$ cat src/rtl/qct_pkg.sv
package qct_pkg;

    localparam int REG_W = 16;

    // register offsets
    localparam logic [1:0] OFS_LO   = 2'd0;
    localparam logic [1:0] OFS_HI   = 2'd1;
    localparam logic [1:0] OFS_MODE = 2'd2;
    localparam logic [1:0] OFS_CMD  = 2'd3;

    // clock select codes
    localparam logic [1:0] CLK_X1 = 2'd0;
    localparam logic [1:0] CLK_X2 = 2'd1;
    localparam logic [1:0] CLK_X4 = 2'd2;   // also the internal tick in software-direction mode

    // reload trigger codes
    localparam logic [2:0] RLD_ALT = 3'd1;
    localparam logic [2:0] RLD_PR0 = 3'd2;
    localparam logic [2:0] RLD_IDX = 3'd4;

    // enable control codes
    localparam logic [1:0] EN_ON = 2'd0;
    localparam logic [1:0] EN_HW = 2'd2;

    // command bit positions
    localparam int CMD_CLEAR = 15;
    localparam int CMD_LOAD  = 14;
    localparam int CMD_UNFLG = 3;

    typedef struct packed {
        logic       rsvd;
        logic       pr_sel;
        logic       latch_idx;
        logic       dir_sw;
        logic       dir_down;
        logic [1:0] clk_sel;
        logic [1:0] en_ctl;
        logic [1:0] en_src;
        logic [2:0] reload;
        logic       out_pol;
        logic       out_src;
    } mode_t;

    // direction of a single legal quadrature step
    function automatic logic quad_up(input logic a_now, input logic b_was);
        return a_now ^ b_was;
    endfunction

endpackage

$ cat src/rtl/qct_sync.sv
module qct_sync #(
    parameter int W      = 3,
    parameter int STAGES = 2
) (
    input  logic         clk,
    input  logic         rst,
    input  logic [W-1:0] din,
    output logic [W-1:0] cur,
    output logic [W-1:0] prev
);
    logic [W-1:0] pipe [STAGES];

    genvar g;
    generate
        for (g = 0; g < STAGES; g++) begin : g_stage
            if (g == 0) begin : g_first
                always_ff @(posedge clk) begin
                    if (rst) pipe[0] <= '0;
                    else     pipe[0] <= din;
                end
            end else begin : g_next
                always_ff @(posedge clk) begin
                    if (rst) pipe[g] <= '0;
                    else     pipe[g] <= pipe[g-1];
                end
            end
        end
    endgenerate

    always_ff @(posedge clk) begin
        if (rst) prev <= '0;
        else     prev <= pipe[STAGES-1];
    end

    assign cur = pipe[STAGES-1];
endmodule

$ cat src/rtl/qct_decode.sv
module qct_decode
    import qct_pkg::*;
(
    input  logic       a_now,
    input  logic       b_now,
    input  logic       a_was,
    input  logic       b_was,
    input  logic       tick,
    input  logic       dir_sw,
    input  logic       dir_down,
    input  logic [1:0] clk_sel,
    output logic       step,
    output logic       up
);
    logic chg_a, chg_b, a_only, one_chg, q_up;

    always_comb begin
        chg_a   = a_now ^ a_was;
        chg_b   = b_now ^ b_was;
        a_only  = chg_a & ~chg_b;
        one_chg = chg_a ^ chg_b;
        q_up    = quad_up(a_now, b_was);
        if (dir_sw) begin
            up   = ~dir_down;
            step = (clk_sel == CLK_X4) ? tick : (a_now & ~a_was);
        end else begin
            up = q_up;
            case (clk_sel)
                CLK_X1:  step = a_only & (q_up == a_now);
                CLK_X2:  step = a_only;
                default: step = one_chg;
            endcase
        end
    end
endmodule

$ cat src/rtl/qct_core.sv
module qct_core
    import qct_pkg::*;
#(
    parameter int CNT_W = 24
) (
    input  logic             clk,
    input  logic             rst,
    input  logic [1:0]       en_ctl,
    input  logic [1:0]       en_src,
    input  logic [2:0]       reload,
    input  logic             pr_sel,
    input  logic             step,
    input  logic             up,
    input  logic             idx_lvl,
    input  logic             idx_rise,
    input  logic             pr_wr_lo,
    input  logic             pr_wr_hi,
    input  logic             cmd_wr,
    input  logic [REG_W-1:0] wdata,
    output logic [CNT_W-1:0] count,
    output logic             flag,
    output logic             phase
);
    localparam int HI_W = CNT_W - REG_W;

    logic [CNT_W-1:0] pr [2];
    logic en, go, tc;

    always_comb begin
        case (en_ctl)
            EN_ON: en = 1'b1;
            EN_HW: begin
                case (en_src)
                    2'd0:    en = idx_lvl;
                    2'd1:    en = ~idx_lvl;
                    2'd2:    en = flag;
                    default: en = ~flag;
                endcase
            end
            default: en = 1'b0;
        endcase
        go = step & en;
        tc = go & ~up & (count == CNT_W'(1));
    end

    always_ff @(posedge clk) begin
        if (rst) begin
            pr[0] <= '0;
            pr[1] <= '0;
        end else begin
            if (pr_wr_hi) pr[pr_sel][CNT_W-1:REG_W] <= wdata[HI_W-1:0];
            if (pr_wr_lo) pr[pr_sel][REG_W-1:0]     <= wdata;
        end
    end

    always_ff @(posedge clk) begin
        if (rst) begin
            count <= '0;
            phase <= 1'b0;
        end else if (cmd_wr && wdata[CMD_LOAD]) begin
            count <= pr[0];
            phase <= 1'b0;
        end else if (cmd_wr && wdata[CMD_CLEAR]) begin
            count <= '0;
            phase <= 1'b0;
        end else if (reload == RLD_IDX && idx_rise) begin
            count <= pr[0];
            phase <= 1'b0;
        end else if (tc) begin
            if (reload == RLD_ALT) begin
                count <= phase ? pr[0] : pr[1];
                phase <= ~phase;
            end else if (reload == RLD_PR0) begin
                count <= pr[0];
            end else begin
                count <= '0;
            end
        end else if (go) begin
            count <= up ? count + CNT_W'(1) : count - CNT_W'(1);
        end
    end

    always_ff @(posedge clk) begin
        if (rst)                          flag <= 1'b0;
        else if (cmd_wr && wdata[CMD_UNFLG]) flag <= 1'b0;
        else if (tc)                      flag <= 1'b1;
    end
endmodule

$ cat src/rtl/qct_channel.sv
module qct_channel
    import qct_pkg::*;
#(
    parameter int CNT_W       = 24,
    parameter int SYNC_STAGES = 2
) (
    input  logic             clk,
    input  logic             rst,
    input  logic             bus_wr,
    input  logic             bus_rd,
    input  logic [1:0]       bus_addr,
    input  logic [15:0]      bus_wdata,
    output logic [15:0]      bus_rdata,
    input  logic             enc_a,
    input  logic             enc_b,
    input  logic             enc_idx,
    input  logic             tick,
    output logic [CNT_W-1:0] count_val,
    output logic             cap_flag,
    output logic             out_pin
);
    mode_t            mode_q;
    logic [CNT_W-1:0] latch_q;
    logic [2:0]       s_cur, s_prev;
    logic             step, up, phase, idx_rise;

    always_ff @(posedge clk) begin
        if (rst)                                 mode_q <= '0;
        else if (bus_wr && bus_addr == OFS_MODE) mode_q <= mode_t'(bus_wdata);
    end

    qct_sync #(.W(3), .STAGES(SYNC_STAGES)) u_sync (
        .clk (clk),
        .rst (rst),
        .din ({enc_idx, enc_b, enc_a}),
        .cur (s_cur),
        .prev(s_prev)
    );

    assign idx_rise = s_cur[2] & ~s_prev[2];

    qct_decode u_dec (
        .a_now   (s_cur[0]),
        .b_now   (s_cur[1]),
        .a_was   (s_prev[0]),
        .b_was   (s_prev[1]),
        .tick    (tick),
        .dir_sw  (mode_q.dir_sw),
        .dir_down(mode_q.dir_down),
        .clk_sel (mode_q.clk_sel),
        .step    (step),
        .up      (up)
    );

    qct_core #(.CNT_W(CNT_W)) u_core (
        .clk     (clk),
        .rst     (rst),
        .en_ctl  (mode_q.en_ctl),
        .en_src  (mode_q.en_src),
        .reload  (mode_q.reload),
        .pr_sel  (mode_q.pr_sel),
        .step    (step),
        .up      (up),
        .idx_lvl (s_cur[2]),
        .idx_rise(idx_rise),
        .pr_wr_lo(bus_wr && bus_addr == OFS_LO),
        .pr_wr_hi(bus_wr && bus_addr == OFS_HI),
        .cmd_wr  (bus_wr && bus_addr == OFS_CMD),
        .wdata   (bus_wdata),
        .count   (count_val),
        .flag    (cap_flag),
        .phase   (phase)
    );

    // readout latch: captured by a low-word read, or by the index edge
    always_ff @(posedge clk) begin
        if (rst)
            latch_q <= '0;
        else if (!mode_q.latch_idx && bus_rd && bus_addr == OFS_LO)
            latch_q <= count_val;
        else if (mode_q.latch_idx && idx_rise)
            latch_q <= count_val;
    end

    always_comb begin
        case (bus_addr)
            OFS_LO:   bus_rdata = mode_q.latch_idx ? latch_q[REG_W-1:0] : count_val[REG_W-1:0];
            OFS_HI:   bus_rdata = REG_W'(latch_q[CNT_W-1:REG_W]);
            OFS_MODE: bus_rdata = mode_q;
            default:  bus_rdata = {14'd0, phase, cap_flag};
        endcase
    end

    assign out_pin = (mode_q.out_src ? ~phase : cap_flag) ^ mode_q.out_pol;
endmodule

$ cat config.mk
export PLATFORM = sky130hd
export DESIGN_NAME = qct_channel
export DESIGN_NICKNAME = d
export VERILOG_FILES = /design/src/rtl/qct_pkg.sv /design/src/rtl/qct_sync.sv /design/src/rtl/qct_decode.sv /design/src/rtl/qct_core.sv /design/src/rtl/qct_channel.sv
export SDC_FILE = /design/constraint.sdc
export NUM_CORES = 1
export LEC_CHECK = 0
export BUFFER_PORTS_ARGS = -buffer_cell sky130_fd_sc_hd__buf_2
export CAP_MARGIN = 20
export CORE_ASPECT_RATIO = 0.75
export CORE_MARGIN = 4
export CORE_UTILIZATION = 38
export CTS_CLUSTER_DIAMETER = 150
export DETAILED_ROUTE_END_ITERATION = 7
export PLACE_DENSITY_LB_ADDON = 0.2
export SLEW_MARGIN = 5
export SYNTH_ARGS = -nofsm -noshare
export SYNTH_HDL_FRONTEND = slang
export SYNTH_SLANG_ARGS = --single-unit
$ cat constraint.sdc
create_clock -name clk -period 3.6 [get_ports clk]
set_clock_uncertainty 0.2 [all_clocks]
set_input_delay 0.54 -clock clk [delete_from_list [all_inputs] [get_ports clk]]
set_output_delay 0.54 -clock clk [all_outputs]
set_load 0.03 [all_outputs]
---- Word level (Yosys, flattened, before mapping) ----
Memories as Yosys holds them, arrays and structs flattened.
Cells that the tools add are included.
storage, ports and cells
  register bits ........................... 69
  RAM bits ................................ 54
  input port bits ......................... 26
  output and inout bits ................... 42
  word-level logic and storage cells ...... 111
  memories kept ........................... 2
operators by class
  $add $sub $neg .......................... 2
  eq/ne operators ......................... 13
  muxes and demuxes ....................... 34
  bitwise logic cells ..................... 22
  reduce and logical (&&, ||, !) cells .... 22
memory list
  name         depth  width  rd ports  clocked after memory_dff  write ports  RTL line        RTL
  u_core.pr    2      24     2         0                         2            qct_core.sv:26  logic [CNT_W-1:0] pr [2];
  u_sync.pipe  2      3      2         0                         2            qct_sync.sv:11  logic [W-1:0] pipe [STAGES];
operators with widths
  operator                                                              count
  24-bit two-way mux                                                    12
  16-bit one-hot mux with 3 select lines                                1
  24-bit by 1-bit adder with 24-bit output, second input constant       1
  24-bit by 1-bit == test with 1-bit output, second input constant      1
  24-bit OR reduction                                                   1
  24-bit by 1-bit subtractor with 24-bit output, second input constant  1
  16-bit two-way mux                                                    1
  1-bit two-way mux                                                     14
  1-bit logical AND                                                     11
  2-bit == test, second input constant                                  5
  2-bit zero test                                                       4
  1-bit NOT                                                             8
  1-bit AND                                                             7
  2-bit by 1-bit == test with 1-bit output, second input constant       3
  3-bit two-way mux                                                     2
  5-bit nonzero test                                                    1
  1-bit bitwise XOR                                                     5
  1-bit one-hot mux with 2 select lines                                 2
  4-bit OR reduction                                                    1
  3-bit by 1-bit == test with 1-bit output, second input constant       1
  3-bit by 2-bit == test with 1-bit output, second input constant       1
  3-bit == test, second input constant                                  1
  1-bit one-hot mux with 3 select lines                                 1
  2-bit two-way mux                                                     1
  other kinds (6)                                                       7

---- Longest topological paths before layout ----
Gate-level depths: netlist (run 1).
An unclocked memory read counts as a cell.
  depth in word-level cells ............... 14
  gate-level depth with buffers ........... 13
  mapped depth without buffers ............ 11

---- Cells and area by module ----
A second synthesis (run 1) with hierarchy kept.
unflattened totals
  cells, all modules ...................... 791
  area, all modules ....................... 7,367.1 um^2
by module, submodules not included
  module       instances  cells an instance  area each (um^2)  seq. area each (um^2)
  qct_core     1          515                4,834.6           1,961.9
  qct_channel  1          243                2,193.4           800.8
  qct_sync     1          18                 236.5             180.2
  qct_decode   1          15                 102.6             0.0

---- Worst setup path before layout (run 1) ----
OpenSTA, ideal clock, no wires.
  path kind ............................... flip-flop to flip-flop
  from .................................... register u_core.count[5]
  to ...................................... register u_core.count[6]
  data arrival time ....................... 2.452 ns
  required time ........................... 3.268 ns
  path slack .............................. 0.816 ns
  cell stages (with the launch flop) ...... 11
  buffers on the path ..................... 4
  cell sequence ........................... dfxtp_1 buf_6 or4_4 or4_1 clkbuf_1 nor2_1 buf_4 buf_6 nor3_1 a211oi_2 o22ai_1
between the ends
  cells in the longest elaborated chain, start to end .. 7
  elaborated cells on any way between the ends .. 11
ends and longest elaborated chain
  what                                                                                                              RTL line        RTL
  from (decl)                                                                                                       qct_core.sv:20  output logic [CNT_W-1:0] count,
  from (signal assigned)                                                                                            qct_core.sv:61  count <= pr[0];
  from (signal assigned)                                                                                            qct_core.sv:67  count <= pr[0];
  from (signal assigned)                                                                                            qct_core.sv:71  count <= phase ? pr[0] : pr[1];
  24-bit by 1-bit subtractor with 24-bit output / 24-bit by 1-bit adder with 24-bit output (equally long branches)  qct_core.sv:79  count <= up ? count + CNT_W'(1) : count - CNT_W'(1);
  24-bit two-way mux                                                                                                qct_core.sv:79
  24-bit two-way mux                                                                                                qct_core.sv:78  end else if (go) begin
  24-bit two-way mux                                                                                                qct_core.sv:69  end else if (tc) begin
  24-bit two-way mux                                                                                                qct_core.sv:66  end else if (reload == RLD_IDX && idx_rise) begin
  24-bit two-way mux                                                                                                qct_core.sv:63  end else if (cmd_wr && wdata[CMD_CLEAR]) begin
  24-bit two-way mux                                                                                                qct_core.sv:60  end else if (cmd_wr && wdata[CMD_LOAD]) begin
Parallel ways exist; a longest one is shown, timed or not. The select of a mux whose other input is x is not followed.
A chain may end at the register's enable or synchronous reset.

---- Final worst setup path (run 1) ----
  from .................................... register u_core.count[13]
  to ...................................... register u_core.count[15]
The elaborated chain is that of the path after synthesis.

==> results.json, run 1 <==
{
  "outcome": "complete, no violations",
  "cp_top_family": "simple AND/OR/NAND/NOR gates",
  "detailedPlacementHpwl_mm": 17.8,
  "post_dp_cell_area_mm2": 0.00732,
  "port-buffer-count": 67,
  "tritoncts_sink_count": 123,
  "number_of_synthesized_flops_with_an_enable_pin": 48,
  "die-area_mm2": 0.0198,
  "grt-ovfl-total": 0,
  "synth-seq-area-share_pct": 43.9,
  "placement_rows": 41,
  "rr_startpoint": "u_core.count[13]",
  "post_cts_resize_count": 0,
  "htree_num_levels": 4,
  "max_cap_viol_count": 0,
  "die-height_um": 123,
  "clock_latency_ns": 0.43,
  "timing.final.setup_violations": 0,
  "worstReg2RegEnd": "u_core.count[15]",
  "via_per_inst": 5.85,
  "synth_simple_gate_area_share_pct": 23.9,
  "critPathLaunchType": "register",
  "ys_types": 69,
  "main_combinational_cell_family_by_area_after_synthesis": "simple AND/OR/NAND/NOR gates",
  "worst_setup_path_startpoint": "u_core.count[13]",
  "grt_util_all_layers_pct": 23.9,
  "max-slew-margin-rel_pct": 27.4,
  "cell_by_cell_trace_of_the_critical_path": "nor4_1, nand2_2, or4_1, nor2_1, buf_4, nor4_1, a211oi_1, o32ai_1",
  "power.ir.vdd_worst_uv": 354,
  "critPathMaxFanout": 14,
  "cts_max_path_buffers": 2,
  "critical_path_rt_ns": 3.69,
  "route.final.wire_length_mm": 23.7,
  "finish.net_count": 838,
  "powerDensity_mw_per_mm2": 535,
  "synth_area_mm2": 0.00670,
  "cts.hold.buffers_added": 0,
  "ant_nets": 0,
  "post_synth_inst_count": 750,
  "drt_pass1_iterations": 5,
  "critPathCapture": "u_core.count[15]",
  "final-max-slew-violation-count": 0,
  "cts_root_buf": "sky130_fd_sc_hd__clkbuf_16",
  "max_slew.worst_pin.slew_ns": 1.09,
  "vias_after_detailed_routing": 6177,
  "worst-r2r-setup-slack_ns": 0.33,
  "critical_path_arrival_ns": 3.36,
  "fin_setup_tns_ns": 0,
  "final_util_pct": 46.0,
  "grt_pass1_wl_mm": 35.6,
  "post_synth.cell_area_avg_um2": 8.94,
  "final_common_cell": "sky130_fd_sc_hd__nor2_1",
  "crit_share_post_route_pct": 90.9,
  "ys.flop_type": "sky130_fd_sc_hd__dfxtp_1",
  "critical_path_depth": 8,
  "place_ws_ns": 0.462,
  "p_leak_uw": 0.00305,
  "hold_start": "enc_b",
  "hold_slack_ns": 0.129,
  "compound_cell_area_share_of_the_yosys_netlist_pct": 16.5,
  "tritoncts": "done",
  "route.detailed.wl_per_inst_um": 22.4,
  "layout.area.seq_mm2": 0.00294,
  "cts.repair_timing.setup_buffer_count": 0,
  "postLayoutSetupSlackWorst_ns": 0.327,
  "area_growth_pct": 17.3,
  "final_gp_congestion": 0.949,
  "path_common_cell": "sky130_fd_sc_hd__nor4_1",
  "worstHoldPathType": "in2reg",
  "worst-path-buf-inv": 1,
  "layout_common_cells": "sky130_fd_sc_hd__nor2_1, sky130_fd_sc_hd__dfxtp_1, sky130_fd_sc_hd__nand2_1",
  "synth-xor-area-share_pct": 1.96,
  "core_mm2": 0.0171,
  "layout-drive-gt1-share_pct": 18.0,
  "die_w_um": 161,
  "synth.yosys.warnings": 0,
  "clkTransAtPathRegs_ns": 0.06,
  "initial_core_utilization_pct": 39.2,
  "max_freq_mhz": 306,
  "synth_fa_ha_area_share_pct": 0.933,
  "finalCriticalPeriod_ns": 3.27,
  "ys_seq_elements": 123,
  "end_kind": "register",
  "final_cell_area_mm2": 0.00786,
  "rsz0062_at_grt": "no",
  "synth-async-reset-ratio_pct": 0,
  "finalHoldViolations": 0,
  "fillCellCount": 1691,
  "insertedDiodeCount": 0,
  "mappedNetlistNets": 781,
  "crit_path_max_incr_delay_ns": 0.71,
  "drt_iter0_drc": 764,
  "vias_in_the_first_global_route": 5774,
  "multi_input_comb_area_mm2": 0.00346,
  "worstSetupPathType": "reg2reg",
  "reg2regPathDepth": 8,
  "critical_path.slowest_cell": "sky130_fd_sc_hd__or4_1",
  "number_of_cts_inserted_buffers": 17,
  "number_of_antenna_violations_at_the_first_check_in_global_routing": 0,
  "boundaryPins": 68,
  "synthMuxAreaShare_pct": 8.05,
  "drc": 0,
  "grt_start_max_net_pins": 50
}
==> layout make-up <==
type | instances | area share, %
clock inverters | 12 | 1.30
flip-flops and latches | 123 | 37.4
multi-input cells | 550 | 44.0
inverters | 19 | 0.907
repair buffers | 96 | 7.03
clock buffers | 20 | 5.55
well taps | 236 | 3.76
==> sequential cells by signal (all words and copies together), names as in the netlist <==
register      flops
u_core.phase      1
latch_q          24
u_core.count     24
u_sync.pipe       6
u_sync.prev       3
u_core.pr        48
u_core.flag       1
mode_q           16
==> through the flow <==
step	power [µW]	std cells
6_report	4210	1056
2_1_floorplan	2260	750
5_1_grt	4360	1056
4_1_cts	4190	1056
3_5_place_dp	2610	1024
3_3_place_gp	2610	1024
==> power breakdown <==
part / leakage (µW) / total [µW] / switching, µW / internal [µW]
clock network: 0.000258 / 1600 / 657 / 943
logic: 0.00169 / 974 / 631 / 344
registers: 0.00110 / 1630 / 109 / 1520
==> cells in the mapped netlist, drive strengths merged (9+ instances only) <==
| library cell | count | area [µm²] |
|---|---|---|
| a211oi | 11 | 92.6 |
| a21oi | 53 | 265 |
| a22oi | 14 | 105 |
| and2 | 55 | 344 |
| and3 | 9 | 56.3 |
| buf | 12 | 71.3 |
| clkbuf | 46 | 173 |
| dfxtp | 75 | 1500 |
| edfxtp | 48 | 1440 |
| inv | 19 | 71.3 |
| mux2i | 46 | 460 |
| nand2 | 69 | 262 |
| nand3 | 13 | 65.1 |
| nor2 | 82 | 308 |
| nor2b | 14 | 87.6 |
| nor3 | 14 | 70.1 |
| nor4 | 16 | 130 |
| o21ai | 28 | 140 |
| xnor2 | 12 | 105 |
==> worst min-delay path by stage <==
stage / slack (ns) / to / depth (start not counted)
floorplan: 0.21 / u_sync.pipe[1][0] / 1
global placement: 0.24 / u_sync.pipe[1][1] / 1
detailed placement: 0.22 / u_sync.pipe[1][1] / 1
CTS: 0.12 / u_sync.pipe[0][1] / 2
global route: 0.13 / u_sync.pipe[0][1] / 2
finish: 0.13 / u_sync.pipe[0][1] / 2
==> cells by family (layout without fill, tap and decap cells) <==
| logic type | after synthesis | count (layout) |
|---|---|---|
| mux | 51 | 51 |
| simple gates | 312 | 312 |
| flops | 123 | 123 |
| buf+inv | 77 | 147 |
| xor+xnor | 15 | 15 |
| compound gates | 167 | 167 |
| fa+ha+maj | 5 | 5 |
==> metal layers <==
layer  global-route usage [%]  wire length, µm  up-vias  share of wire, %
met1                     36.0            11300     2975                48
li1                         -                -     2829                 -
met3                     6.73             2300       38               9.7
met2                     33.0             9570      335                40
met4                     6.77              458        0               1.9
met5                        0                0        -                 0
Power figures use the tool's default switching activity.
==> run 2: changes to the inputs <==
--- a/config.mk
+++ b/config.mk
@@ -12,8 +12,10 @@
 export CORE_UTILIZATION = 38
 export CTS_CLUSTER_DIAMETER = 150
 export DETAILED_ROUTE_END_ITERATION = 7
+export MAX_ROUTING_LAYER = met4
 export PLACE_DENSITY_LB_ADDON = 0.2
 export SLEW_MARGIN = 5
 export SYNTH_ARGS = -nofsm -noshare
 export SYNTH_HDL_FRONTEND = slang
+export SYNTH_HIERARCHICAL = 1
 export SYNTH_SLANG_ARGS = --single-unit
==> run 2 against run 1 <==
Fmax up 7.9%. Die area up 9.3%. Combinational power up 4%. Largest power group is now clock. Sequential share of layout area down 3.3 points. Via count up 7.5%.
==> results.json, run 2 <==
{
  "outcome": "complete, no violations",
  "power.ir.vdd_worst_uv": 287,
  "worstSetupPathType": "reg2out",
  "end_kind": "output pin",
  "cts_max_path_buffers": 2,
  "reg2regPathDepth": 7,
  "cts_root_buf": "sky130_fd_sc_hd__clkbuf_16",
  "final_gp_congestion": 0.921,
  "post_synth.cell_area_avg_um2": 9.31,
  "synth-seq-area-share_pct": 39.9,
  "mappedNetlistNets": 822,
  "powerDensity_mw_per_mm2": 495,
  "boundaryPins": 68,
  "final-max-slew-violation-count": 0,
  "post_synth_inst_count": 791,
  "core_mm2": 0.0188,
  "layout_common_cells": "sky130_fd_sc_hd__dfxtp_1, sky130_fd_sc_hd__nand2_1, sky130_fd_sc_hd__buf_2",
  "drt_pass1_iterations": 5,
  "worst-path-buf-inv": 2,
  "clkTransAtPathRegs_ns": 0.06,
  "worstHoldPathType": "in2reg",
  "insertedDiodeCount": 0,
  "synth_area_mm2": 0.00737,
  "largestRegisters": "u_core/pr x48, latch_q x24, u_core/count x24",
  "die-area_mm2": 0.0217,
  "largest_register_ffs": 48,
  "max_cap_viol_count": 0,
  "cts.hold.buffers_added": 0,
  "initial_core_utilization_pct": 39.2,
  "critical_path.slowest_cell": "sky130_fd_sc_hd__dfxtp_1",
  "vias_in_the_first_global_route": 5956,
  "drt_iter0_drc": 1033,
  "area_growth_pct": 17.2,
  "layout-drive-gt1-share_pct": 22.2,
  "final_util_pct": 46.0,
  "crit_share_post_route_pct": 84.3,
  "post_cts_resize_count": 0,
  "critPathMaxFanout": 12,
  "synth.most_common_cell": "sky130_fd_sc_hd__dfxtp_1",
  "ys_seq_elements": 123,
  "htree_num_levels": 4,
  "yosys-top-cells-area": "sky130_fd_sc_hd__dfxtp_1, sky130_fd_sc_hd__edfxtp_1, sky130_fd_sc_hd__mux2i_1, sky130_fd_sc_hd__and2_1, sky130_fd_sc_hd__nand2b_1",
  "finalCriticalPeriod_ns": 3.03,
  "largest_register_by_flop_count": "u_core/pr",
  "timing.final.setup_violations": 0,
  "finalHoldViolations": 0,
  "grt-ovfl-total": 0,
  "final-instance-count-excl-fill": 1124,
  "synth.yosys.warnings": 6,
  "finish.net_count": 895,
  "ant_nets": 0,
  "vias_after_detailed_routing": 6638,
  "crit_path_max_incr_delay_ns": 0.78,
  "critical_path_depth": 5,
  "grt_pass1_wl_mm": 38.3,
  "critPathLaunchType": "register",
  "ys.flop_type": "sky130_fd_sc_hd__dfxtp_1",
  "dpl.cell_count": 1092,
  "route.detailed.wl_per_inst_um": 22.8,
  "die_w_um": 169,
  "yosysTopAreaCell": "sky130_fd_sc_hd__dfxtp_1",
  "fin_setup_tns_ns": 0,
  "die-height_um": 129,
  "tritoncts": "done",
  "min_delay_path_depth": 2,
  "synth.cells.most_frequent": "sky130_fd_sc_hd__dfxtp_1, sky130_fd_sc_hd__nand2_1, sky130_fd_sc_hd__and2_1, sky130_fd_sc_hd__nand2b_1, sky130_fd_sc_hd__mux2i_1",
  "number_of_synthesized_flops_with_an_enable_pin": 48,
  "grt_util_all_layers_pct": 24.2,
  "grt_start_max_net_pins": 84,
  "detailedPlacementHpwl_mm": 18.7,
  "final_common_cell": "sky130_fd_sc_hd__dfxtp_1",
  "tritoncts_sink_count": 123,
  "number_of_cts_inserted_buffers": 17,
  "drc": 0,
  "post-synth-top-area-fraction_pct": 20.4,
  "max-slew-margin-rel_pct": 30.9,
  "max_slew.worst_pin.slew_ns": 1.03,
  "cts.repair_timing.setup_buffer_count": 0,
  "critical_path_rt_ns": 2.86,
  "max_freq_mhz": 330,
  "rsz0062_at_grt": "no",
  "p_leak_uw": 0.00338,
  "synth-async-reset-ratio_pct": 0,
  "ys_types": 84,
  "via_per_inst": 5.91,
  "placement_rows": 43,
  "critical_path_arrival_ns": 2.29,
  "route.final.wire_length_mm": 25.6,
  "cp_top_family": "flip-flops",
  "number_of_antenna_violations_at_the_first_check_in_global_routing": 0,
  "clock_latency_ns": 0.42,
  "port-buffer-count": 67,
  "cell_by_cell_trace_of_the_critical_path": "buf_4, mux2_2, mux2i_1, o21ai_0, buf_2"
}
-- run 2: cell types whose count changed after synthesis, sizes merged, moves of 9 or more --
cell and change:
o21ai +16, mux2 +12, clkbuf -12, buf +14
nor2 -42, a22o +9, nand2b +48
-- run 2: layout make-up --
cell class                 count  area [µm²]
clock buffer                  21         462
clock inverter                11         110
fill                        1839       10100
inverter                      11        41.3
multi-input combinational    597        4080
sequential                   123        2940
tap                          247         309
timing repair buffer         114         688
-- run 2: power by group --
| group | switching [µW] | internal (µW) |
|---|---|---|
| Clock | 672 | 999 |
| Sequential | 75.5 | 1510 |
| Combinational | 643 | 366 |
| Total | 1390 | 2880 |
-- run 2: worst paths after layout --
kind | start | to | slack [ns]
max reg2reg | u_core/count[18] | u_core/count[16] | 0.59
max | mode_q[13] | bus_rdata[3] | 0.57
min | enc_b | u_sync/pipe[0][1] | 0.13
min reg2reg | u_sync/pipe[0][1] | u_sync/pipe[1][1] | 0.24
-- run 2: routing by layer --
metal  global-route usage, %  vias to the layer above  wire, µm
met3                    6.48                       43      2870
met1                    37.8                     3184     12400
met4                    5.25                        0       423
met2                    30.3                      375      9860
li1                        -                     3036         -
met5                       -                        -         0
-- run 2: metrics by stage --
step / area [µm²] / power (µW) / setup slack (ns) / hold slack [ns]
2_1_floorplan: 7370 / 2240 / 0.963 / 0.214
3_3_place_gp: 8060 / 2590 / 0.664 / 0.223
3_5_place_dp: 8060 / 2590 / 0.642 / 0.225
4_1_cts: 8630 / 4260 / 0.556 / 0.116
5_1_grt: 8630 / 4420 / 0.429 / 0.140
6_report: 8630 / 4270 / 0.566 / 0.129
-- run 2: kinds of logic after synthesis --
family | after synthesis | synth area share, %
simple gates | 332 | 26.3
compound gates | 179 | 16.7
flops | 123 | 39.9
buf+inv | 71 | 4.70
mux | 67 | 9.80
xor+xnor | 14 | 1.66
fa+ha+maj | 5 | 0.849
